**src/rtl/te_pkg.sv**
```systemverilog
package te_pkg;

    typedef enum logic [1:0] {
        TRIG_INTERNAL = 2'd0,
        TRIG_FRAME    = 2'd1,
        TRIG_LINE     = 2'd2,
        TRIG_RSVD     = 2'd3
    } trig_mode_e;

    localparam int unsigned MIN_HS_WIDTH       = 2;
    localparam int unsigned MIN_VS_WIDTH_FRAME = 4;
    localparam int unsigned MIN_VS_WIDTH_OTHER = 2;

    // Sync event pair produced by the width classifier.
    typedef struct packed {
        logic vs;
        logic hs;
    } sync_ev_t;

    function automatic logic mode_waits_te(trig_mode_e m);
        return (m == TRIG_FRAME) || (m == TRIG_LINE);
    endfunction

    function automatic logic widths_illegal(int unsigned hs_w, int unsigned vs_w,
                                            trig_mode_e m);
        int unsigned vs_min;
        vs_min = (m == TRIG_FRAME) ? MIN_VS_WIDTH_FRAME : MIN_VS_WIDTH_OTHER;
        return (hs_w < MIN_HS_WIDTH) || (vs_w < vs_min) || (hs_w == vs_w);
    endfunction

endpackage

```
**src/rtl/te_sync_in.sv**
```systemverilog
module te_sync_in #(
    parameter int STAGES = 2
) (
    input  logic clk,
    input  logic din,
    output logic dout
);
    logic [STAGES-1:0] chain;

    generate
        if (STAGES == 1) begin : g_single
            always_ff @(posedge clk) chain <= din;
        end else begin : g_multi
            always_ff @(posedge clk) chain <= {chain[STAGES-2:0], din};
        end
    endgenerate

    assign dout = chain[STAGES-1];
endmodule

```
**src/rtl/te_run_meas.sv**
```systemverilog
module te_run_meas #(
    parameter int W = 8
) (
    input  logic         clk,
    input  logic         rst,
    input  logic         lvl,
    input  logic         act_high,
    output logic         run_end,
    output logic [W-1:0] run_len
);
    localparam logic [W-1:0] LEN_MAX = {W{1'b1}};

    logic         active;
    logic [W-1:0] cnt;

    assign active = (lvl == act_high);

    always_ff @(posedge clk) begin
        if (rst) begin
            cnt <= '0;
        end else if (active) begin
            if (cnt != LEN_MAX) cnt <= cnt + 1'b1;
        end else begin
            cnt <= '0;
        end
    end

    // The run just finished: level left the active state with a run on record.
    assign run_end = !active && (cnt != '0);
    assign run_len = cnt;
endmodule

```
**src/rtl/te_trig_ctl.sv**
```systemverilog
module te_trig_ctl
    import te_pkg::*;
#(
    parameter int LINE_W = 11
) (
    input  logic              clk,
    input  logic              rst,
    input  trig_mode_e        mode,
    input  logic [LINE_W-1:0] line_tgt,
    input  logic              start,
    input  logic              blocked,
    input  sync_ev_t          ev,
    output logic              trig,
    output logic              armed,
    output logic              hs_det,
    output logic              vs_det,
    output logic [LINE_W-1:0] line_cnt
);
    localparam logic [LINE_W-1:0] LINE_MAX = {LINE_W{1'b1}};

    logic              waits;
    logic [LINE_W:0]   line_inc;
    logic [LINE_W-1:0] line_nxt;
    logic              line_hit;
    logic              fire_te;
    logic              fire_int;
    logic              armed_nxt;

    always_comb begin
        waits    = mode_waits_te(mode);
        line_inc = {1'b0, line_cnt} + 1'b1;

        line_nxt = line_cnt;
        if (mode == TRIG_LINE) begin
            if (ev.vs)
                line_nxt = '0;
            else if (ev.hs && line_cnt != LINE_MAX)
                line_nxt = line_inc[LINE_W-1:0];
        end else begin
            line_nxt = '0;
        end

        line_hit = (mode == TRIG_LINE) &&
                   ((ev.vs && line_tgt == '0) ||
                    (ev.hs && !ev.vs && line_inc == {1'b0, line_tgt}));

        fire_te  = armed && !blocked &&
                   (((mode == TRIG_FRAME) && ev.vs) || line_hit);
        fire_int = start && !waits;

        if (start && waits)
            armed_nxt = 1'b1;
        else if (fire_te)
            armed_nxt = 1'b0;
        else
            armed_nxt = armed;
    end

    always_ff @(posedge clk) begin
        if (rst) begin
            trig     <= 1'b0;
            armed    <= 1'b0;
            hs_det   <= 1'b0;
            vs_det   <= 1'b0;
            line_cnt <= '0;
        end else begin
            trig     <= fire_te || fire_int;
            armed    <= armed_nxt;
            hs_det   <= ev.hs;
            vs_det   <= ev.vs;
            line_cnt <= line_nxt;
        end
    end
endmodule

```
**src/rtl/te_sync_decoder.sv**
```systemverilog
module te_sync_decoder
    import te_pkg::*;
#(
    parameter int W           = 8,
    parameter int LINE_W      = 11,
    parameter int SYNC_STAGES = 2
) (
    input  logic              clk,
    input  logic              rst,
    input  logic              te_in,
    input  logic [1:0]        cfg_mode,
    input  logic              cfg_hs_pol,
    input  logic              cfg_vs_pol,
    input  logic [W-1:0]      cfg_hs_width,
    input  logic [W-1:0]      cfg_vs_width,
    input  logic [LINE_W-1:0] cfg_line,
    input  logic              start,
    output logic              trig,
    output logic              armed,
    output logic              hs_det,
    output logic              vs_det,
    output logic [LINE_W-1:0] line_cnt,
    output logic              cfg_bad
);
    localparam int N_MEAS = 2;   // index 0: vertical level, 1: horizontal level

    trig_mode_e        mode;
    logic              te_s;
    logic [N_MEAS-1:0] meas_pol;
    logic [N_MEAS-1:0] meas_end;
    logic [W-1:0]      meas_len [N_MEAS];
    logic              same_pol;
    sync_ev_t          ev;

    assign mode     = trig_mode_e'(cfg_mode);
    assign meas_pol = {cfg_hs_pol, cfg_vs_pol};
    assign same_pol = (cfg_hs_pol == cfg_vs_pol);
    assign cfg_bad  = widths_illegal(int'(cfg_hs_width), int'(cfg_vs_width), mode);

    te_sync_in #(.STAGES(SYNC_STAGES)) u_sync (
        .clk  (clk),
        .din  (te_in),
        .dout (te_s)
    );

    generate
        for (genvar g = 0; g < N_MEAS; g++) begin : g_meas
            te_run_meas #(.W(W)) u_meas (
                .clk      (clk),
                .rst      (rst),
                .lvl      (te_s),
                .act_high (meas_pol[g]),
                .run_end  (meas_end[g]),
                .run_len  (meas_len[g])
            );
        end
    endgenerate

    // Width classifier: long runs are vertical, mid-length runs horizontal.
    always_comb begin
        ev.vs = meas_end[0] && (meas_len[0] >= cfg_vs_width);
        ev.hs = meas_end[1] && (meas_len[1] >= cfg_hs_width) &&
                !(same_pol && (meas_len[1] >= cfg_vs_width));
    end

    te_trig_ctl #(.LINE_W(LINE_W)) u_ctl (
        .clk      (clk),
        .rst      (rst),
        .mode     (mode),
        .line_tgt (cfg_line),
        .start    (start),
        .blocked  (cfg_bad),
        .ev       (ev),
        .trig     (trig),
        .armed    (armed),
        .hs_det   (hs_det),
        .vs_det   (vs_det),
        .line_cnt (line_cnt)
    );
endmodule

```
**config.mk**
```make
export PLATFORM = sky130hd
export DESIGN_NAME = te_sync_decoder
export DESIGN_NICKNAME = d
export VERILOG_FILES = /design/src/rtl/te_pkg.sv /design/src/rtl/te_sync_in.sv /design/src/rtl/te_run_meas.sv /design/src/rtl/te_trig_ctl.sv /design/src/rtl/te_sync_decoder.sv
export SDC_FILE = /design/constraint.sdc
export NUM_CORES = 1
export LEC_CHECK = 0
export BUFFER_PORTS_ARGS = -buffer_cell sky130_fd_sc_hd__buf_4
export CORE_MARGIN = 3
export CORE_UTILIZATION = 30
export DETAILED_ROUTE_END_ITERATION = 10
export RECOVER_POWER = 50
export SETUP_SLACK_MARGIN = 0.05
export SLEW_MARGIN = 5
export SYNTH_ARGS = -nofsm -noshare
export SYNTH_HDL_FRONTEND = slang
export SYNTH_SLANG_ARGS = --single-unit
```
**constraint.sdc**
```tcl
create_clock -name clk -period 3 [get_ports clk]
set_clock_uncertainty 0.05 [all_clocks]
set_input_delay 0.15 -clock clk [delete_from_list [all_inputs] [get_ports clk]]
set_output_delay 0.15 -clock clk [all_outputs]
set_load 0.1 [all_outputs]
```
==> results.txt <==
The number of nets in the finished design is 434. The congestion estimate from routability-driven global placement came to 0.8597. The highest metal layer carrying signal wires in the routed design is met4. For the post-synthesis cell area, the log shows 0.002570 mm².

Setup total negative slack on the finished layout was measured at 0 ps. The via count of the first global-routing pass came out at 2338. The count of buffers added on input and output ports is 50. Data arrival time of the critical path: 2630 ps.

The run gives 0 as the DRC violation count after routing. The count of buffering cells on the critical path with inverters included works out to 0. The critical path required time was 3130 ps. Of the cells placed in the final design, the portion with a size suffix greater than 1 is 12.77%. The cell count after synthesis came out at 319.

Based on the critical path, the design can be clocked at up to 400.1 MHz. The tools report the clock root buffer as clkbuf_8. The tools report the number of setup violations in the final report as 0.

The total non-filler cell area in the finished layout is 0.003093 mm², and the clock sink total is 33. The number of cells on the worst hold path was 2. For the pin with the worst max-slew slack, the measured transition is 1175 ps. Counting tap cells, the placed design contains a total of 464 instances.

On the final layout, the worst hold slack is 37.76 ps. Count of hold-fix buffers inserted at cts: 1. The total power divided by cell area was 343.4 mW/mm²; the maximum count of clock buffers along a single path was 2. The post-detailed-route via-to-cell ratio was 5.279.

When the netlist entered floorplanning its net count stood at 386. The initial antenna violation count is 0. The logs give 0 for the max-slew violation count and 0.0001567 V for the worst ir drop on vdd.

The post-synthesis cell type count was 43. In this run the number of H-tree levels came out at 2. In this run the remaining antenna-violating nets after routing total 0.

The maximum fanout along the worst path works out to 7. TritonCTS built the clock tree. The first-pass GRT wire length came out at 11310 µm. Counting flops with a built-in enable in the synthesized netlist gives 0. In this run the count of I/O pins placed on the die edge is 51.

Final-report hold violation count: 0. Wires add up to 6696 µm. The worst pin sits at a relative slew slack of 22.01%.

After clock tree synthesis, the clock-pin slew on the worst setup and hold paths is 70 ps. The worst path uses 83.32% of the clock period. From synthesis to final layout, the design area changed by 20.35%. The clock latency on the worst-skew pair was 290 ps; the final HPWL from detailed placement was 5469 µm.

After floorplanning, the core was sized to cover 0.008258 mm². The die covers 0.009713 mm². Summed over all cells, the static leakage comes to 1.250 nW.

The critical path is of the reg2reg type. Ranked by instance count, the synthesized netlist is headed by dfxtp_1, ha_1, nor2_1. The worst hold path terminates at u_ctl.vs_det$_SDFF_PP0_.

Synthesized flop and latch total: 33. For the global router's overall resource usage, the log shows 14.19%. Yosys attributes the largest share of cell area to dfxtp_1, ha_1, xnor2_1, xor2_1, nor2_1.

The run gives 2497 as the vias after detailed routing. The post-route non-filler standard cell count is 473. Grouping stages by cell kind, the critical path spends the most delay in simple AND/OR/NAND/NOR gates.

The fraction of registers with async set or reset after synthesis was 0%; the area share of the largest cell type after synthesis was 25.71%. Subtracting the final worst setup slack from the clock period gives 2500 ps. The leading register cell type out of synthesis was dfxtp_1. In this run the vertical extent of the chip is 98.56 µm. Summed over all nets, wire length on met3 after detailed routing comes to 510 µm.

STA classifies the critical path startpoint as a flop. Dividing the detail-routed wire length by the instance count gives 14.16 µm. The first routing iteration left 97 violations.

Once the clock tree was built, the resizer swapped 0 gates to a different size. The tools report the number of synthesis warnings as 0. Number of antenna cells inserted: 0.

The run gives 3120 µm as the routed length on met2. In this run the post-CTS setup repair buffer count came out at 0. The post-synthesis average cell area came out at 8.056 µm².

The run gives 33 as the number of core rows. Beginning of the worst hold path: rst. The synthesized design spends more area on one cell type than any other, namely dfxtp_1. The tools report the layout filler cell count as 895. The share of the Yosys chip area taken by registers is 25.71%.

For this block, wires on met1 add up to 2985 µm. Measured in cells, the most critical reg-to-reg path has a length of 8. The slack of the worst reg-to-reg path is 500 ps. Among all cell types in the netlist, the one instantiated most often is dfxtp_1. Setup repair after global routing left no endpoint under its margin. In this run the critical register-to-register path is launched from u_ctl.line_cnt[0]$_SDFFE_PP0P_. The total grt overflow was 0; the first-pass iteration count of the detailed router was 4.

For the total CTS buffers, the log shows 5. The die is 98.56 µm wide. Capture point of the worst reg-to-reg path: u_ctl.armed$_SDFFE_PP0P_. Among all stages on the critical path, the largest delay is contributed by dfxtp_1. The tools report the type of destination of the critical path as a flop. For this configuration, the core starts out at a cell density of 31.12%. The class of the worst hold path is in2reg.

The tools report the largest net degree at the start of global routing as 14. Traced cell by cell, the critical path runs through ha_1 -> nand2_1 -> or3_1 -> xnor2_1 -> nand4_1 -> nor4_1 -> and4bb_1 -> nor3_1. The max capacitance violation total is 0, and the largest stage delay on the critical path is 470 ps. Once placement finished, the instance area stood at 0.003023 mm². The run finished with clean final reports.
[logic make-up after synthesis]
group / count (synthesis) / synth area share [%]
xor gates and xnor gates: 35 / 11.93
buffers and inverters: 35 / 5.891
muxes: 1 / 0.3895
adders and majority gates: 32 / 15.58
AOI/OAI and AO/OA: 55 / 13.63
and+or+nand+nor: 128 / 26.87
DFF: 33 / 25.71
[where the power goes]
group	switching (mW)	leakage (nW)	internal (mW)
Clock	0.166	0.0585	0.271
Combinational	0.0959	0.924	0.0773
Sequential	0.00670	0.267	0.445
Total	0.269	1.25	0.793
[flip-flops by register name, summed over array words and instances, names as in the netlist]
| name | cells |
|---|---|
| u_ctl.line_cnt | 11 |
| u_ctl.armed | 1 |
| u_sync.chain | 2 |
| u_ctl.vs_det | 1 |
| u_ctl.hs_det | 1 |
| u_ctl.trig | 1 |
| g_meas.u_meas.run_len | 16 |
[layout make-up]
type	instances	area [µm²]	area share [%]
well taps	105	131.4	4.248
flip-flops and latches	33	660.6	21.36
repair buffers	52	336.6	10.88
clock inverters	1	30.03	0.9709
multi-input cells	251	1758	56.84
clock buffers	7	86.33	2.791
inverters	24	90.09	2.913
[cell usage in the layout, fill, tap and decap left out, types with 6 or more instances in the layout]
cell type,count
nand3_1,11
a21oi_1,17
nand2_1,14
nor3_1,11
nor4_1,14
nor2_1,31
a31oi_1,7
nand2b_1,7
xor2_1,15
and3_1,6
buf_4,35
o21ai_0,10
nand4_1,14
ha_1,32
clkbuf_8,6
xnor2_1,20
dfxtp_1,33
clkbuf_1,16
inv_1,24
[through the flow]
stage	setup slack, ps	util, %	power, mW
floorplan	174.1	-	0.5597
global placement	485.6	36.61	0.6341
detailed placement	520.2	36.61	0.6365
CTS	491.4	38.14	1.082
global route	279.2	37.45	1.122
finish	500.4	37.45	1.062
[metal layers]
layer	vias to the layer above	global-route usage (%)
met1	1163	18.63
met2	75	23.14
li1	1251	-
met4	0	3.992
met3	8	3.539
met5	-	0
[worst max path at each step]
stage | start | endpoint | slack (ps) | cells after the start
detailed placement | u_ctl.line_cnt[0]$_SDFFE_PP0P_ | u_ctl.armed$_SDFFE_PP0P_ | 520 | 8
global placement | u_ctl.line_cnt[0]$_SDFFE_PP0P_ | u_ctl.armed$_SDFFE_PP0P_ | 490 | 8
global route | u_ctl.line_cnt[0]$_SDFFE_PP0P_ | u_ctl.armed$_SDFFE_PP0P_ | 280 | 8
finish | u_ctl.line_cnt[0]$_SDFFE_PP0P_ | u_ctl.armed$_SDFFE_PP0P_ | 500 | 8
floorplan | u_ctl.line_cnt[0]$_SDFFE_PP0P_ | u_ctl.armed$_SDFFE_PP0P_ | 170 | 8
CTS | u_ctl.line_cnt[0]$_SDFFE_PP0P_ | u_ctl.armed$_SDFFE_PP0P_ | 490 | 8
Note: power is estimated with default switching activity, not from simulation.
